$ cat src/rtl/smb_host_pkg.sv
package smb_host_pkg;
  localparam int unsigned BYTE_W = 8;
  localparam int unsigned STEP_W = 4;

  localparam int unsigned OFS_STAT = 0;
  localparam int unsigned OFS_CTL  = 2;
  localparam int unsigned OFS_CMD  = 3;
  localparam int unsigned OFS_XMIT = 4;
  localparam int unsigned OFS_D0   = 5;
  localparam int unsigned OFS_D1   = 6;

  localparam int unsigned CTL_IEN   = 0;
  localparam int unsigned CTL_KILL  = 1;
  localparam int unsigned CTL_KLO   = 2;
  localparam int unsigned CTL_LAST  = 5;
  localparam int unsigned CTL_START = 6;
  localparam int unsigned CTL_PEC   = 7;

  localparam int unsigned ST_BUSY  = 0;
  localparam int unsigned ST_INTR  = 1;
  localparam int unsigned ST_DEV   = 2;
  localparam int unsigned ST_BERR  = 3;
  localparam int unsigned ST_FAIL  = 4;
  localparam int unsigned ST_ALERT = 5;

  typedef enum logic [1:0] {BUS_START, BUS_WRITE, BUS_READ, BUS_STOP} bus_op_e;

  typedef enum logic [3:0] {
    SP_START, SP_ADDR, SP_ADDR_W, SP_ADDR_R, SP_CMD, SP_D0, SP_D1,
    SP_RD0_ACK, SP_RD0_NAK, SP_RD1_NAK, SP_STOP, SP_BAD
  } step_e;

  typedef enum logic [2:0] {
    K_QUICK, K_BYTE, K_BDATA, K_WORD, K_PCALL, K_RSV5, K_RSV6, K_RSV7
  } kind_e;

  typedef enum logic [1:0] {FIN_OK, FIN_DEV, FIN_BUS, FIN_KILL} fin_e;
endpackage

$ cat src/rtl/smb_step_dec.sv
module smb_step_dec
  import smb_host_pkg::*;
(
  input  logic [2:0]        kind_i,
  input  logic              rd_i,
  input  logic [STEP_W-1:0] idx_i,
  output step_e             step_o
);
  always_comb begin
    step_o = SP_BAD;
    unique case (kind_i)
      K_QUICK:
        case (idx_i)
          4'd0: step_o = SP_START;
          4'd1: step_o = SP_ADDR;
          4'd2: step_o = SP_STOP;
          default: step_o = SP_BAD;
        endcase
      K_BYTE:
        case (idx_i)
          4'd0: step_o = SP_START;
          4'd1: step_o = SP_ADDR;
          4'd2: step_o = rd_i ? SP_RD0_NAK : SP_CMD;
          4'd3: step_o = SP_STOP;
          default: step_o = SP_BAD;
        endcase
      K_BDATA:
        if (!rd_i)
          case (idx_i)
            4'd0: step_o = SP_START;
            4'd1: step_o = SP_ADDR;
            4'd2: step_o = SP_CMD;
            4'd3: step_o = SP_D0;
            4'd4: step_o = SP_STOP;
            default: step_o = SP_BAD;
          endcase
        else
          case (idx_i)
            4'd0: step_o = SP_START;
            4'd1: step_o = SP_ADDR_W;
            4'd2: step_o = SP_CMD;
            4'd3: step_o = SP_START;
            4'd4: step_o = SP_ADDR_R;
            4'd5: step_o = SP_RD0_NAK;
            4'd6: step_o = SP_STOP;
            default: step_o = SP_BAD;
          endcase
      K_WORD:
        if (!rd_i)
          case (idx_i)
            4'd0: step_o = SP_START;
            4'd1: step_o = SP_ADDR;
            4'd2: step_o = SP_CMD;
            4'd3: step_o = SP_D0;
            4'd4: step_o = SP_D1;
            4'd5: step_o = SP_STOP;
            default: step_o = SP_BAD;
          endcase
        else
          case (idx_i)
            4'd0: step_o = SP_START;
            4'd1: step_o = SP_ADDR_W;
            4'd2: step_o = SP_CMD;
            4'd3: step_o = SP_START;
            4'd4: step_o = SP_ADDR_R;
            4'd5: step_o = SP_RD0_ACK;
            4'd6: step_o = SP_RD1_NAK;
            4'd7: step_o = SP_STOP;
            default: step_o = SP_BAD;
          endcase
      K_PCALL:
        case (idx_i)
          4'd0: step_o = SP_START;
          4'd1: step_o = SP_ADDR_W;
          4'd2: step_o = SP_CMD;
          4'd3: step_o = SP_D0;
          4'd4: step_o = SP_D1;
          4'd5: step_o = SP_START;
          4'd6: step_o = SP_ADDR_R;
          4'd7: step_o = SP_RD0_ACK;
          4'd8: step_o = SP_RD1_NAK;
          4'd9: step_o = SP_STOP;
          default: step_o = SP_BAD;
        endcase
      default: step_o = SP_BAD;
    endcase
  end
endmodule

$ cat src/rtl/smb_host_fsm.sv
module smb_host_fsm
  import smb_host_pkg::*;
(
  input  logic              clk_i,
  input  logic              rst_ni,
  input  logic              go_i,
  input  logic [2:0]        kind_i,
  input  logic [BYTE_W-1:0] xmit_i,
  input  logic [BYTE_W-1:0] cmd_i,
  input  logic [BYTE_W-1:0] d0_i,
  input  logic [BYTE_W-1:0] d1_i,
  input  logic              kill_i,
  output logic              busy_o,
  output logic              fin_o,
  output fin_e              fin_code_o,
  output logic              rd_we_o,
  output logic              rd_sel_o,
  output logic [BYTE_W-1:0] rd_data_o,
  output logic              bus_valid_o,
  output logic [1:0]        bus_op_o,
  output logic [BYTE_W-1:0] bus_wdata_o,
  output logic              bus_nak_o,
  input  logic              bus_done_i,
  input  logic              bus_ack_i,
  input  logic              bus_err_i,
  input  logic [BYTE_W-1:0] bus_rdata_i
);
  typedef enum logic [1:0] {F_IDLE, F_RUN, F_ABORT} fstate_e;

  fstate_e           state_q;
  logic [STEP_W-1:0] step_q;
  logic              nak_q;
  step_e             dec_step, cur_step;
  logic              is_wr;

  smb_step_dec u_dec (
    .kind_i (kind_i),
    .rd_i   (xmit_i[0]),
    .idx_i  (step_q),
    .step_o (dec_step)
  );

  assign cur_step    = (state_q == F_ABORT) ? SP_STOP : dec_step;
  assign busy_o      = (state_q != F_IDLE);
  assign bus_valid_o = busy_o && (cur_step != SP_BAD);
  assign bus_nak_o   = (cur_step == SP_RD0_NAK) || (cur_step == SP_RD1_NAK);

  always_comb begin
    bus_op_o    = BUS_STOP;
    bus_wdata_o = '0;
    unique case (cur_step)
      SP_START:  bus_op_o = BUS_START;
      SP_ADDR:   begin bus_op_o = BUS_WRITE; bus_wdata_o = xmit_i; end
      SP_ADDR_W: begin bus_op_o = BUS_WRITE; bus_wdata_o = {xmit_i[BYTE_W-1:1], 1'b0}; end
      SP_ADDR_R: begin bus_op_o = BUS_WRITE; bus_wdata_o = {xmit_i[BYTE_W-1:1], 1'b1}; end
      SP_CMD:    begin bus_op_o = BUS_WRITE; bus_wdata_o = cmd_i; end
      SP_D0:     begin bus_op_o = BUS_WRITE; bus_wdata_o = d0_i; end
      SP_D1:     begin bus_op_o = BUS_WRITE; bus_wdata_o = d1_i; end
      SP_RD0_ACK, SP_RD0_NAK, SP_RD1_NAK: bus_op_o = BUS_READ;
      default:   bus_op_o = BUS_STOP;
    endcase
  end

  assign is_wr = (bus_op_o == BUS_WRITE);

  always_comb begin
    fin_o      = 1'b0;
    fin_code_o = FIN_OK;
    if (state_q == F_RUN && dec_step == SP_BAD) begin
      fin_o      = 1'b1;
      fin_code_o = FIN_KILL;
    end else if (bus_valid_o && bus_done_i) begin
      if (bus_err_i) begin
        fin_o      = 1'b1;
        fin_code_o = FIN_BUS;
      end else if (cur_step == SP_STOP) begin
        fin_o      = 1'b1;
        fin_code_o = kill_i ? FIN_KILL : (nak_q ? FIN_DEV : FIN_OK);
      end
    end
  end

  assign rd_we_o   = (state_q == F_RUN) && bus_done_i && !bus_err_i && (bus_op_o == BUS_READ);
  assign rd_sel_o  = (cur_step == SP_RD1_NAK);
  assign rd_data_o = bus_rdata_i;

  always_ff @(posedge clk_i or negedge rst_ni) begin
    if (!rst_ni) begin
      state_q <= F_IDLE;
      step_q  <= '0;
      nak_q   <= 1'b0;
    end else begin
      unique case (state_q)
        F_IDLE:
          if (go_i) begin
            state_q <= F_RUN;
            step_q  <= '0;
            nak_q   <= 1'b0;
          end
        F_RUN:
          if (fin_o) state_q <= F_IDLE;
          else if (bus_done_i) begin
            if (kill_i) state_q <= F_ABORT;
            else if (is_wr && !bus_ack_i) begin
              nak_q   <= 1'b1;
              state_q <= F_ABORT;
            end else step_q <= step_q + 1'b1;
          end
        F_ABORT:
          if (fin_o) state_q <= F_IDLE;
        default: state_q <= F_IDLE;
      endcase
    end
  end


  fin_busy_chk: assert property (@(posedge clk_i) disable iff (!rst_ni)
    fin_o |=> !busy_o);

  op_hold_chk: assert property (@(posedge clk_i) disable iff (!rst_ni)
    (bus_valid_o && !bus_done_i) |=> (bus_valid_o && $stable(bus_op_o)));

  nak_stop_chk: assert property (@(posedge clk_i) disable iff (!rst_ni)
    (bus_valid_o && bus_done_i && !bus_err_i && bus_op_o == BUS_WRITE && !bus_ack_i)
      |=> (bus_valid_o && bus_op_o == BUS_STOP));

  berr_quiet_chk: assert property (@(posedge clk_i) disable iff (!rst_ni)
    (bus_valid_o && bus_done_i && bus_err_i) |=> !bus_valid_o);
endmodule

$ cat src/rtl/smb_host_regs.sv
module smb_host_regs
  import smb_host_pkg::*;
#(
  parameter int unsigned REG_AW = 4
) (
  input  logic              clk_i,
  input  logic              rst_ni,
  input  logic              reg_we_i,
  input  logic [REG_AW-1:0] reg_addr_i,
  input  logic [BYTE_W-1:0] reg_wdata_i,
  output logic [BYTE_W-1:0] reg_rdata_o,
  output logic              irq_o,
  input  logic              alert_ni,
  input  logic              busy_i,
  input  logic              fin_i,
  input  fin_e              fin_code_i,
  input  logic              rd_we_i,
  input  logic              rd_sel_i,
  input  logic [BYTE_W-1:0] rd_data_i,
  output logic              go_o,
  output logic [2:0]        kind_o,
  output logic [BYTE_W-1:0] xmit_o,
  output logic [BYTE_W-1:0] cmd_o,
  output logic [BYTE_W-1:0] d0_o,
  output logic [BYTE_W-1:0] d1_o,
  output logic              kill_o
);
  logic wr_stat, wr_ctl, wr_cmd, wr_xmit, wr_d0, wr_d1;
  logic ien_q, last_q, pec_q, kill_q;
  logic st_intr_q, st_dev_q, st_berr_q, st_fail_q, st_alert_q;
  logic [1:0] alert_sync_q;
  logic [BYTE_W-1:0] clr;

  assign wr_stat = reg_we_i && (reg_addr_i == REG_AW'(OFS_STAT));
  assign wr_ctl  = reg_we_i && (reg_addr_i == REG_AW'(OFS_CTL));
  assign wr_cmd  = reg_we_i && (reg_addr_i == REG_AW'(OFS_CMD));
  assign wr_xmit = reg_we_i && (reg_addr_i == REG_AW'(OFS_XMIT));
  assign wr_d0   = reg_we_i && (reg_addr_i == REG_AW'(OFS_D0));
  assign wr_d1   = reg_we_i && (reg_addr_i == REG_AW'(OFS_D1));
  assign clr     = wr_stat ? reg_wdata_i : '0;

  assign go_o   = wr_ctl && reg_wdata_i[CTL_START] && !busy_i;
  assign kill_o = kill_q;

  always_ff @(posedge clk_i or negedge rst_ni) begin
    if (!rst_ni) begin
      ien_q  <= 1'b0;
      last_q <= 1'b0;
      pec_q  <= 1'b0;
      kind_o <= '0;
      kill_q <= 1'b0;
      cmd_o  <= '0;
      xmit_o <= '0;
      d0_o   <= '0;
      d1_o   <= '0;
    end else begin
      if (wr_ctl && !busy_i) begin
        ien_q  <= reg_wdata_i[CTL_IEN];
        last_q <= reg_wdata_i[CTL_LAST];
        pec_q  <= reg_wdata_i[CTL_PEC];
        kind_o <= reg_wdata_i[CTL_KLO +: 3];
      end
      if (fin_i) kill_q <= 1'b0;
      else if (wr_ctl && busy_i && reg_wdata_i[CTL_KILL]) kill_q <= 1'b1;
      if (wr_cmd)  cmd_o  <= reg_wdata_i;
      if (wr_xmit) xmit_o <= reg_wdata_i;
      if (rd_we_i && !rd_sel_i) d0_o <= rd_data_i;
      else if (wr_d0) d0_o <= reg_wdata_i;
      if (rd_we_i && rd_sel_i) d1_o <= rd_data_i;
      else if (wr_d1) d1_o <= reg_wdata_i;
    end
  end

  always_ff @(posedge clk_i or negedge rst_ni) begin
    if (!rst_ni) begin
      alert_sync_q <= 2'b11;
      st_intr_q    <= 1'b0;
      st_dev_q     <= 1'b0;
      st_berr_q    <= 1'b0;
      st_fail_q    <= 1'b0;
      st_alert_q   <= 1'b0;
    end else begin
      alert_sync_q <= {alert_sync_q[0], alert_ni};
      st_intr_q  <= (st_intr_q  & ~clr[ST_INTR])  | (fin_i && fin_code_i == FIN_OK);
      st_dev_q   <= (st_dev_q   & ~clr[ST_DEV])   | (fin_i && fin_code_i == FIN_DEV);
      st_berr_q  <= (st_berr_q  & ~clr[ST_BERR])  | (fin_i && fin_code_i == FIN_BUS);
      st_fail_q  <= (st_fail_q  & ~clr[ST_FAIL])  | (fin_i && fin_code_i == FIN_KILL);
      st_alert_q <= (st_alert_q & ~clr[ST_ALERT]) | !alert_sync_q[1];
    end
  end

  assign irq_o = ien_q && (st_intr_q || st_dev_q || st_berr_q || st_fail_q);

  always_comb begin
    reg_rdata_o = '0;
    unique case (reg_addr_i)
      REG_AW'(OFS_STAT): reg_rdata_o = {2'b00, st_alert_q, st_fail_q, st_berr_q,
                                        st_dev_q, st_intr_q, busy_i};
      REG_AW'(OFS_CTL):  reg_rdata_o = {pec_q, 1'b0, last_q, kind_o, kill_q, ien_q};
      REG_AW'(OFS_CMD):  reg_rdata_o = cmd_o;
      REG_AW'(OFS_XMIT): reg_rdata_o = xmit_o;
      REG_AW'(OFS_D0):   reg_rdata_o = d0_o;
      REG_AW'(OFS_D1):   reg_rdata_o = d1_o;
      default:           reg_rdata_o = '0;
    endcase
  end


  go_busy_chk: assert property (@(posedge clk_i) disable iff (!rst_ni)
    go_o |=> busy_i);

  w1c_dev_chk: assert property (@(posedge clk_i) disable iff (!rst_ni)
    (wr_stat && reg_wdata_i[ST_DEV] && !fin_i) |=> !st_dev_q);

  kill_idle_chk: assert property (@(posedge clk_i) disable iff (!rst_ni)
    (!busy_i && !kill_q) |=> !kill_q);
endmodule

$ cat src/rtl/smb_host_seq.sv
module smb_host_seq
  import smb_host_pkg::*;
#(
  parameter int unsigned REG_AW = 4
) (
  input  logic              clk_i,
  input  logic              rst_ni,
  input  logic              reg_we_i,
  input  logic [REG_AW-1:0] reg_addr_i,
  input  logic [7:0]        reg_wdata_i,
  output logic [7:0]        reg_rdata_o,
  output logic              irq_o,
  input  logic              alert_ni,
  output logic              bus_valid_o,
  output logic [1:0]        bus_op_o,
  output logic [7:0]        bus_wdata_o,
  output logic              bus_nak_o,
  input  logic              bus_done_i,
  input  logic              bus_ack_i,
  input  logic              bus_err_i,
  input  logic [7:0]        bus_rdata_i
);
  logic              go, busy, fin, kill, rd_we, rd_sel;
  fin_e              fin_code;
  logic [2:0]        kind;
  logic [BYTE_W-1:0] xmit, cmd, d0, d1, rd_data;

  smb_host_regs #(.REG_AW(REG_AW)) u_regs (
    .clk_i       (clk_i),
    .rst_ni      (rst_ni),
    .reg_we_i    (reg_we_i),
    .reg_addr_i  (reg_addr_i),
    .reg_wdata_i (reg_wdata_i),
    .reg_rdata_o (reg_rdata_o),
    .irq_o       (irq_o),
    .alert_ni    (alert_ni),
    .busy_i      (busy),
    .fin_i       (fin),
    .fin_code_i  (fin_code),
    .rd_we_i     (rd_we),
    .rd_sel_i    (rd_sel),
    .rd_data_i   (rd_data),
    .go_o        (go),
    .kind_o      (kind),
    .xmit_o      (xmit),
    .cmd_o       (cmd),
    .d0_o        (d0),
    .d1_o        (d1),
    .kill_o      (kill)
  );

  smb_host_fsm u_fsm (
    .clk_i       (clk_i),
    .rst_ni      (rst_ni),
    .go_i        (go),
    .kind_i      (kind),
    .xmit_i      (xmit),
    .cmd_i       (cmd),
    .d0_i        (d0),
    .d1_i        (d1),
    .kill_i      (kill),
    .busy_o      (busy),
    .fin_o       (fin),
    .fin_code_o  (fin_code),
    .rd_we_o     (rd_we),
    .rd_sel_o    (rd_sel),
    .rd_data_o   (rd_data),
    .bus_valid_o (bus_valid_o),
    .bus_op_o    (bus_op_o),
    .bus_wdata_o (bus_wdata_o),
    .bus_nak_o   (bus_nak_o),
    .bus_done_i  (bus_done_i),
    .bus_ack_i   (bus_ack_i),
    .bus_err_i   (bus_err_i),
    .bus_rdata_i (bus_rdata_i)
  );
endmodule

$ cat config.mk
export PLATFORM = sky130hd
export DESIGN_NAME = smb_host_seq
export DESIGN_NICKNAME = d
export VERILOG_FILES = /design/src/rtl/smb_host_pkg.sv /design/src/rtl/smb_step_dec.sv /design/src/rtl/smb_host_fsm.sv /design/src/rtl/smb_host_regs.sv /design/src/rtl/smb_host_seq.sv
export SDC_FILE = /design/constraint.sdc
export NUM_CORES = 1
export LEC_CHECK = 0
export ABC_AREA = 1
export BUFFER_PORTS_ARGS = -buffer_cell sky130_fd_sc_hd__buf_2
export CORE_UTILIZATION = 63
export DETAILED_ROUTE_END_ITERATION = 8
export MAX_ROUTING_LAYER = met4
export PLACE_DENSITY = 0.95
export SYNTH_ARGS = -nofsm -noshare
export SYNTH_HDL_FRONTEND = slang
export SYNTH_SLANG_ARGS = --single-unit
$ cat constraint.sdc
create_clock -name clk_i -period 3.7 [get_ports clk_i]
set_input_delay 0.555 -clock clk_i [delete_from_list [all_inputs] [get_ports clk_i]]
set_output_delay 0.555 -clock clk_i [all_outputs]
set_load 0.1 [all_outputs]
==> results.yml <==
outcome:
  status: "complete, no violations"
synth:
  syn_inst: 538
  synth_nets: 573
  synth-seq-area-share_pct: 35.9
  synthTopCellsByArea: "dfrtp_1, nand2_1, nand3_1"
  syn_area_um2: 3700
  synth_cell_types: 35
  yosysWarningCount: 0
  netlist.area_leader.share_pct: 34.5
  avgSynthCellArea_um2: 6.87
  yosysTopAreaCell: "dfrtp_1"
  ys_seq_elements: 53
setup_path:
  cpMaxStageDelayCell: "dfrtp_1"
  cpMostUsedCell: "nand2_1"
  ff2ff_path_depth: 17
  cp.arrival_ns: 2.97
  critPathKind: "flop to output pin"
  cp-end-kind: "output pin"
  cp_cell_sequence: "nor2_4 -> o21ai_1 -> nand2_1 -> nand2_1 -> nand3_1 -> nand2_1 -> nor2_4 -> inv_2 -> nor2_2 -> inv_2 -> nor2_4 -> inv_1 -> o22ai_1 -> a21oi_1 -> nand2_1 -> buf_4"
  rrSetupSlack_ns: 0.70
  startpoint_type: "flop"
  critical_path.max_stage_delay_ns: 0.54
  cp.required_ns: 3.14
  crit_path_max_fanout: 10
timing:
  finClkSkew_ns: 0.00877
  min_period_ns: 3.52
  clock.fmax_mhz: 284
  slew_headroom_pct: 26.1
  finalCritPeriodShare_pct: 95.2
  hold_viol: 0
  setup_slack_ns: 0.178
  drv_slew: 0
  setup-violations-final: 0
  rsz0062_at_grt: "yes"
  worstMarginPinSlew_ns: 1.11
cells_and_area:
  seqCellArea_um2: 1330
  area_growth_syn_to_layout_pct: 16.1
  drive_gt1_share_pct: 19.8
  multiInputGateArea_um2: 2060
  finalInstanceArea_um2: 4290
  final_util_pct: 77.0
  n_antenna_cell: 0
  fill_cells: 443
  nets: 626
die:
  num_rows: 27
  io_pins: 48
  die_height_um: 78.6
  core_area_um2: 5570
  die-area_um2: 6180
  initial_core_util_pct: 66.3
  die_w_um: 78.6
pwr:
  switchingPower_mw: 2.06
  comb_power_share_pct: 64.6
  p_sw_share_pct: 58.6
  p_leak_nw: 2.19
  pwr-share-clk_pct: 10.2
  seqPwrFrac_pct: 25.2
  intPower_mw: 1.46
  powerDensity_nw_per_um2: 821
  ir_drop_mv: 0.915
  finalPower_mw: 3.52
routing:
  vias: 4128
  drt_pass1_iterations: 7
  drt_iter0_markers: 375
  ant_nets: 0
  wirelength_um: 11700
  drc: 0
  via_per_inst: 6.22
  wl_per_cell_um: 17.6
clock_tree:
  clk_pin_slew_worst_paths_ns: 0.11
  insertion_delay_ns: 0.32
  cts_buffers: 5
  root_buffer: "clkbuf_8"
  ctsHoldBuffers: 0
  htree_levels: 2
  cts_tree: "done"
  clock_path_buffers: 2
  cts.sinks: 53
placed_design:
  routabilityCongestion: 0.989
  post-place-ws_ns: 0.247
  hpwl_um: 8940
  numPortBuffers: 47
  placed_area_um2: 4120
global_routing:
  grt_max_degree: 51
  grt_pass1_wl_um: 18500
  track_usage_pct: 40.7
  grt_overflow: 0
  antenna_found_initial: 0
  grt_pass1_vias: 3779
hold_path:
  holdPathStages: 1
  hp-class: "input pin to flop"
flow_run:
  maxCapViolCount: 0
-- worst max-delay path: cells and delay by family (launching register included) --
family / cells / cell delay [ns]
AO/OA/AOI/OAI: 3 / 0.33
buffers and inverters: 4 / 0.51
flip-flops: 1 / 0.54
AND/OR/NAND/NOR: 9 / 1.26
-- cell usage after synthesis, drive strengths merged --
cell,instances
a21oi,10
inv,84
nand3,64
nand2,162
o211ai,14
nor2,49
o21ai,43
dfstp,2
a22oi,1
buf,6
nor3,5
o2111ai,8
ha,8
o31ai,2
o221ai,3
clkinv,1
a221o,2
nand3b,1
o22ai,7
clkbuf,3
a221oi,6
nand4,5
o311ai,1
dfrtp,51
-- power groups by stage --
stage	sequential [mW]	combinational (mW)	clock [mW]
floorplan	0.834	1.69	0
detailed placement	0.887	2.18	0
CTS	0.879	2.20	0.349
global route	0.900	2.41	0.371
global placement	0.881	2.16	0
finish	0.887	2.28	0.359
-- flip-flops by register name (all words and copies together) (netlist names), 2 cells and up --
signal,cells
u_fsm.step_q,4
u_regs.xmit_o,8
u_regs.cmd_o,8
u_fsm.state_q,2
u_regs.d0_o,8
u_regs.d1_o,8
u_regs.kind_o,3
u_regs.alert_sync_q,2
-- metal layers --
metal / track usage, % / routed length (µm)
met3: 7.21 / 1160
met1: 51.2 / 4600
met5: - / 0
met4: 18.3 / 535
met2: 64.0 / 5370
-- worst paths after layout --
check	from	end
min reg2reg	u_regs.alert_sync_q[0]	u_regs.alert_sync_q[1]
max reg2reg	u_fsm.step_q[2]	u_regs.d0_o[6]
max	u_fsm.step_q[2]	bus_wdata_o[7]
max in group asynchronous	rst_ni	u_fsm.step_q[1]
min in group asynchronous	rst_ni	u_regs.kill_o
min	alert_ni	u_regs.alert_sync_q[0]
-- logic make-up after synthesis --
group / share of synthesized area [%]
AND/OR/NAND/NOR: 34.2
flip-flops: 35.9
buffers and inverters: 10.3
AO/OA/AOI/OAI: 16.9
adder cells (fa/ha/maj): 2.71
-- area by class of cell --
| cell class | instances | share of cell area, % |
|---|---|---|
| clock inverters | 3 | 0.583 |
| repair buffers | 55 | 9.29 |
| clock buffers | 5 | 1.60 |
| flip-flops and latches | 53 | 31.0 |
| inverters | 85 | 7.49 |
| well taps | 72 | 2.10 |
| multi-input cells | 391 | 47.9 |
-- per-stage QoR --
stage	hold slack, ns	instances	TNS (ns)
after floorplan	0.259	538	-0.580
after global placement	0.348	652	0
after detailed placement	0.354	652	0
after CTS	0.325	660	0
final	0.323	664	0
after global routing	0.317	664	-0.0368
-- placed cells by master, fill, tap and decap left out, types with 3 or more instances in the layout --
| cell | count |
|---|---|
| nand4_1 | 5 |
| o21ai_1 | 3 |
| nor2_1 | 40 |
| nor2_2 | 5 |
| o21ai_2 | 3 |
| buf_12 | 5 |
| ha_1 | 5 |
| nand3_2 | 5 |
| o22ai_1 | 6 |
| nand3_1 | 59 |
| o221ai_1 | 3 |
| buf_4 | 9 |
| nand2_1 | 153 |
| a221oi_1 | 6 |
| nor2_4 | 4 |
| buf_2 | 39 |
| dfrtp_1 | 49 |
| o211ai_1 | 14 |
| nor3_1 | 5 |
| nand2_2 | 8 |
| o21ai_0 | 37 |
| a21oi_1 | 10 |
| inv_1 | 70 |
| o2111ai_2 | 6 |
| inv_2 | 13 |
| clkbuf_8 | 5 |
-- what timing repair did --
item / 4_1_cts / 5_1_grt
pin swaps: 0 / 1
resized for setup: 4 / 13
setup buffers: 0 / 4
setup endpoints to repair: 3 / 9
No activity file was read; power rests on OpenSTA's default activity.
